**src/rtl/tick_pkg.sv**
```systemverilog
package tick_pkg;
  typedef enum logic [1:0] {TK_TICK, TK_SYS, TK_HYP} tick_kind_e;

  localparam int SI_W       = 17;
  localparam int SI_TM_BIT  = 0;
  localparam int SI_SM_BIT  = 16;

  function automatic int si_bit(tick_kind_e k);
    return (k == TK_TICK) ? SI_TM_BIT : SI_SM_BIT;
  endfunction
endpackage

```
**src/rtl/tick_counter.sv**
```systemverilog
module tick_counter #(
  parameter int CNT_W = 63
) (
  input  logic             clk,
  input  logic             por,
  input  logic             rst,
  input  logic             wr_en,
  input  logic [CNT_W:0]   wr_data,
  output logic [CNT_W-1:0] cnt_q,
  output logic             trap_q
);
  localparam logic [CNT_W-1:0] STEP = CNT_W'(1);

  always_ff @(posedge clk) begin
    if (por) begin
      cnt_q  <= '0;
      trap_q <= 1'b1;
    end else if (rst) begin
      cnt_q  <= '0;
    end else if (wr_en) begin
      cnt_q  <= wr_data[CNT_W-1:0];
      trap_q <= wr_data[CNT_W];
    end else begin
      cnt_q  <= cnt_q + STEP;
    end
  end

  AST_COUNT_STEP: assert property (@(posedge clk) disable iff (por || rst)
    !wr_en |=> cnt_q == $past(cnt_q) + STEP);
  AST_COUNT_LOAD: assert property (@(posedge clk) disable iff (por || rst)
    wr_en |=> cnt_q == $past(wr_data[CNT_W-1:0]) && trap_q == $past(wr_data[CNT_W]));
endmodule

```
**src/rtl/tick_compare.sv**
```systemverilog
module tick_compare #(
  parameter int CNT_W = 63
) (
  input  logic             clk,
  input  logic             por,
  input  logic             rst,
  input  logic             wr_en,
  input  logic [CNT_W:0]   wr_data,
  input  logic [CNT_W-1:0] cnt_q,
  output logic [CNT_W-1:0] cmp_q,
  output logic             dis_q,
  output logic             fire_q
);
  logic late_q;
  logic hit;
  logic live;

  assign hit  = (cnt_q == cmp_q) || late_q;
  assign live = !dis_q && (cmp_q != '0);

  always_ff @(posedge clk) begin
    if (por) begin
      cmp_q  <= '0;
      dis_q  <= 1'b1;
      late_q <= 1'b0;
      fire_q <= 1'b0;
    end else if (rst) begin
      dis_q  <= 1'b1;
      late_q <= 1'b0;
      fire_q <= 1'b0;
    end else begin
      fire_q <= hit && live;
      if (wr_en) begin
        cmp_q  <= wr_data[CNT_W-1:0];
        dis_q  <= wr_data[CNT_W];
        late_q <= (wr_data[CNT_W-1:0] <= cnt_q);
      end else if (hit) begin
        late_q <= 1'b0;
      end
    end
  end

  AST_DIS_QUIET: assert property (@(posedge clk) disable iff (por || rst)
    dis_q |=> !fire_q);
  AST_ZERO_QUIET: assert property (@(posedge clk) disable iff (por || rst)
    (cmp_q == '0) |=> !fire_q);
  AST_LATE_FIRE: assert property (@(posedge clk) disable iff (por || rst)
    (late_q && !dis_q && cmp_q != '0) |=> fire_q);
endmodule

```
**src/rtl/tick_timer.sv**
```systemverilog
module tick_timer #(
  parameter tick_pkg::tick_kind_e KIND = tick_pkg::TK_TICK,
  parameter int CNT_W = 63,
  parameter int SI_W  = tick_pkg::SI_W
) (
  input  logic            clk,
  input  logic            por,
  input  logic            rst,
  input  logic            cnt_wr,
  input  logic [CNT_W:0]  cnt_wdata,
  input  logic            cmp_wr,
  input  logic [CNT_W:0]  cmp_wdata,
  output logic [CNT_W:0]  cnt_rdata,
  output logic [CNT_W:0]  cmp_rdata,
  output logic            match_pulse,
  output logic [SI_W-1:0] softint_set
);
  localparam int SI_BIT = tick_pkg::si_bit(KIND);

  logic [CNT_W-1:0] cnt_q;
  logic [CNT_W-1:0] cmp_q;
  logic             trap_q;
  logic             dis_q;
  logic             fire_q;

  tick_counter #(.CNT_W(CNT_W)) u_cnt (
    .clk(clk), .por(por), .rst(rst),
    .wr_en(cnt_wr), .wr_data(cnt_wdata),
    .cnt_q(cnt_q), .trap_q(trap_q)
  );

  tick_compare #(.CNT_W(CNT_W)) u_cmp (
    .clk(clk), .por(por), .rst(rst),
    .wr_en(cmp_wr), .wr_data(cmp_wdata),
    .cnt_q(cnt_q),
    .cmp_q(cmp_q), .dis_q(dis_q), .fire_q(fire_q)
  );

  assign cnt_rdata   = {trap_q, cnt_q};
  assign cmp_rdata   = {dis_q, cmp_q};
  assign match_pulse = fire_q;

  for (genvar i = 0; i < SI_W; i++) begin : g_si
    if (i == SI_BIT) begin : g_hit
      assign softint_set[i] = fire_q;
    end else begin : g_zero
      assign softint_set[i] = 1'b0;
    end
  end

  AST_SI_ONEHOT: assert property (@(posedge clk) disable iff (por)
    $onehot0(softint_set));
  AST_SI_FOLLOWS: assert property (@(posedge clk) disable iff (por)
    (softint_set != '0) == match_pulse);
  AST_POR_QUIET: assert property (@(posedge clk)
    $past(por) |-> !match_pulse);
endmodule

```
**config.mk**
```make
export PLATFORM = sky130hd
export DESIGN_NAME = tick_timer
export DESIGN_NICKNAME = d
export VERILOG_FILES = /design/src/rtl/tick_pkg.sv /design/src/rtl/tick_counter.sv /design/src/rtl/tick_compare.sv /design/src/rtl/tick_timer.sv
export SDC_FILE = /design/constraint.sdc
export NUM_CORES = 1
export LEC_CHECK = 0
export ABC_AREA = 0
export BUFFER_PORTS_ARGS = -buffer_cell sky130_fd_sc_hd__buf_2
export CAP_MARGIN = 20
export CORE_MARGIN = 10
export CORE_UTILIZATION = 40
export DETAILED_ROUTE_END_ITERATION = 10
export PLACE_DENSITY = 0.65
export SLEW_MARGIN = 20
export SYNTH_ARGS = -nofsm -noshare
export SYNTH_HDL_FRONTEND = slang
export SYNTH_HIERARCHICAL = 1
export SYNTH_SLANG_ARGS = --single-unit
```
**constraint.sdc**
```tcl
create_clock -name clk -period 2.5 [get_ports clk]
set_input_delay 0.375 -clock clk [delete_from_list [all_inputs] [get_ports clk]]
set_output_delay 0.375 -clock clk [all_outputs]
set_load 0.03 [all_outputs]
```
==> flow_summary.toml <==
[critical_path]
cp-startpoint = "u_cnt/cnt_q[52]$_SDFF_PP0_"
r2r_cells = 8
rr_endpoint = "u_cmp/late_q$_SDFFE_PP0P_"
crit_path_max_fanout = 2
endpoint_kind = "flip-flop"
path_class = "flip-flop to flip-flop"
rr_startpoint = "u_cnt/cnt_q[52]$_SDFF_PP0_"
start_kind = "flip-flop"
critPathArrivalTime_ns = 2.73
setup.worst_path.end = "u_cmp/late_q$_SDFFE_PP0P_"
r2r_setup_slack_ns = 0.08
crit_required_ns = 2.82

[detailed_routing]
wl_per_cell_um = 21.5
vias = 9357
via_per_inst = 5.51
finalWirelength_um = 36500
drtIter0Drc = 905
postRouteAntennaNets = 0
drc = 0
drtPass1Iterations = 6

[grt]
grt_first_pass_wirelength_um = 54500
grt_max_degree = 73
first_global_vias = 9107
grt-ovfl-total = 0
antenna_found_initial = 4
grtUsageTotal = 0.249

[pwr]
leakage_nw = 4.86
p_per_area_nw_per_um2 = 566
ir_worst_vdd_mv = 0.404

[worst_hold_path]
hp-class = "input pin to flip-flop"

[yosys]
syn_inst = 1102
syn_area_um2 = 8600
syn_avg_cell_area_um2 = 7.80
yosysTopAreaCellShare = 0.303
synth_top_cell_by_area = "dfxtp_1"
yosys-top-cells-area = "dfxtp_1, ha_1, xnor2_1"
ys_ff_latch = 130
synth.distinct_cells = 63
yosysWarnings = 6
async_flop_share = 0
yosysSeqAreaShare = 0.303
synth_edf_count = 0
ys.flop_type = "dfxtp_1"
ys_top_cells_by_count = "nand2_1, dfxtp_1, a21oi_1"
synth.most_common_cell = "nand2_1"

[floorplanning]
coreArea_um2 = 21100
die_height_um = 167
die_w_um = 167
num_rows = 53
initial_core_util = 0.408
die-area_um2 = 27800
ios = 279

[timing]
finalHoldViolations = 0
drv_slew = 0
tns_ns = 0
min_period_over_period = 0.966
holdWs_ns = 0.149
fin_skew_ns = 0.0120
max_freq_ghz = 0.414
rsz0062_at_grt = "no"
tightest_slew_ns = 0.783
setup-violations-final = 0
min_period_ns = 2.42
worst_slew_margin_rel = 0.478

[place]
hpwl_um = 28800
port_buffers = 262
gp_congestion = 0.924
dpl_cell_area_um2 = 10600

[clocking]
clock_latency_ns = 0.44
cts_root_buf = "clkbuf_16"
cts_buffer_depth = 2
htreeDepth = 4
cts_tree = "built"
post_cts_buffers = 0
cts.sinks = 130
path_clk_slew_ns = 0.06
numCtsBuffers = 17

[layout]
drive_gt1_frac = 0.293
area_delta_synth_final_pct = 31.0
final_area_um2 = 11300
layout.nets = 1605
n_fill_cell = 2074

[flow_run]
cap_viol_max_count = 0

[status]
status = "complete, no violations"
[worst max-delay path, stage by stage (launching register included)]
cell,delay (ns)
dfxtp_1,0.33
inv_1,0.05
ha_1,0.31
a21oi_1,0.25
o21ai_0,0.16
a2111oi_2,0.38
o221ai_1,0.20
or4b_1,0.55
o41ai_1,0.08
[cell type report]
cell class	instances	area, um2	share of cell area
antenna	2	5.00	0.000444
clock buffer	19	453	0.0402
clock inverter	13	208	0.0184
inverter	69	259	0.0230
multi-input combinational	839	5380	0.478
sequential	130	2610	0.231
tap	275	344	0.0306
timing repair buffer	351	2000	0.178
[repair_timing]
item | CTS | global route
hold buffers | 0 | 0
resized for setup | 0 | 4
endpoints found under the setup margin | 0 | 1
[kinds of logic (layout without fill, tap and decap cells)]
group / after synthesis / count (layout) / synth area share
buf+inv: 148 / 452 / 0.0799
mux: 11 / 11 / 0.0132
fa+ha+maj: 64 / 64 / 0.0932
flops: 130 / 130 / 0.303
simple gates: 423 / 423 / 0.261
other cells: 1 / 18 / 0.000436
compound gates: 219 / 219 / 0.141
xor+xnor: 106 / 106 / 0.108
[cell usage in the layout, fill, tap and decap left out, types with 7 or more instances in the layout]
master,netlist,routed
o21ai_0,54,54
nor3_1,18,18
and3_1,14,14
dfxtp_1,130,128
nor2b_1,8,7
nor4_1,44,44
clkbuf_16,0,17
nand4_1,47,47
nand2_1,167,167
buf_4,20,87
mux2i_1,8,8
nor4_2,11,11
nand3_1,29,29
and4_1,12,12
nor2_1,40,39
xnor2_1,78,78
conb_1,1,16
a21oi_1,129,129
xor2_1,28,28
inv_1,69,68
buf_2,2,262
ha_1,64,64
[per-layer routing]
| layer | up-vias | GRT usage | part of all wire |
|---|---|---|---|
| li1 | 4477 | - | - |
| met1 | 4392 | 0.305 | 0.41 |
| met5 | - | 0 | 0.00047 |
| met2 | 423 | 0.409 | 0.47 |
| met4 | 2 | 0.0874 | 0.030 |
| met3 | 63 | 0.0713 | 0.087 |
[worst min path at each step]
stage,cells past startpoint,slack [ns],to,start
2_1_floorplan,1,0.42,u_cmp/fire_q$_SDFF_PP0_,u_cmp/dis_q$_SDFFE_PP1P_
3_3_place_gp,1,0.45,u_cmp/fire_q$_SDFF_PP0_,u_cmp/dis_q$_SDFFE_PP1P_
3_5_place_dp,1,0.46,u_cmp/fire_q$_SDFF_PP0_,u_cmp/dis_q$_SDFFE_PP1P_
4_1_cts,2,0.14,u_cnt/trap_q$_SDFFE_PP1P_,cnt_wdata[63]
5_1_grt,2,0.17,u_cnt/trap_q$_SDFFE_PP1P_,cnt_wdata[63]
6_report,2,0.15,u_cnt/trap_q$_SDFFE_PP1P_,cnt_wdata[63]
[state kept, by name, indices dropped and copies added, names as in the netlist]
| signal | flops |
|---|---|
| u_cmp/dis_q | 1 |
| u_cnt/trap_q | 1 |
| u_cmp/cmp_q | 63 |
| u_cmp/fire_q | 1 |
| u_cmp/late_q | 1 |
| u_cnt/cnt_q | 63 |
[stage by stage]
step / std cells / total power, mW / util / worst slack, ns
finish: 1698 / 6.37 / 0.534 / 0.0845
global route: 1697 / 6.61 / 0.534 / 0.00256
CTS: 1696 / 6.38 / 0.533 / 0.0923
detailed placement: 1664 / 3.55 / 0.502 / 0.0821
global placement: 1664 / 3.54 / 0.502 / 0.0342
floorplan: 1117 / 3.04 / - / 0.139
[power by group]
part / total (mW) / switching (mW) / internal (mW)
clock: 2.84 / 1.02 / 1.82
combinational: 1.26 / 0.801 / 0.455
sequential: 2.27 / 0.112 / 2.16
Note: power is estimated with default switching activity, not from simulation.
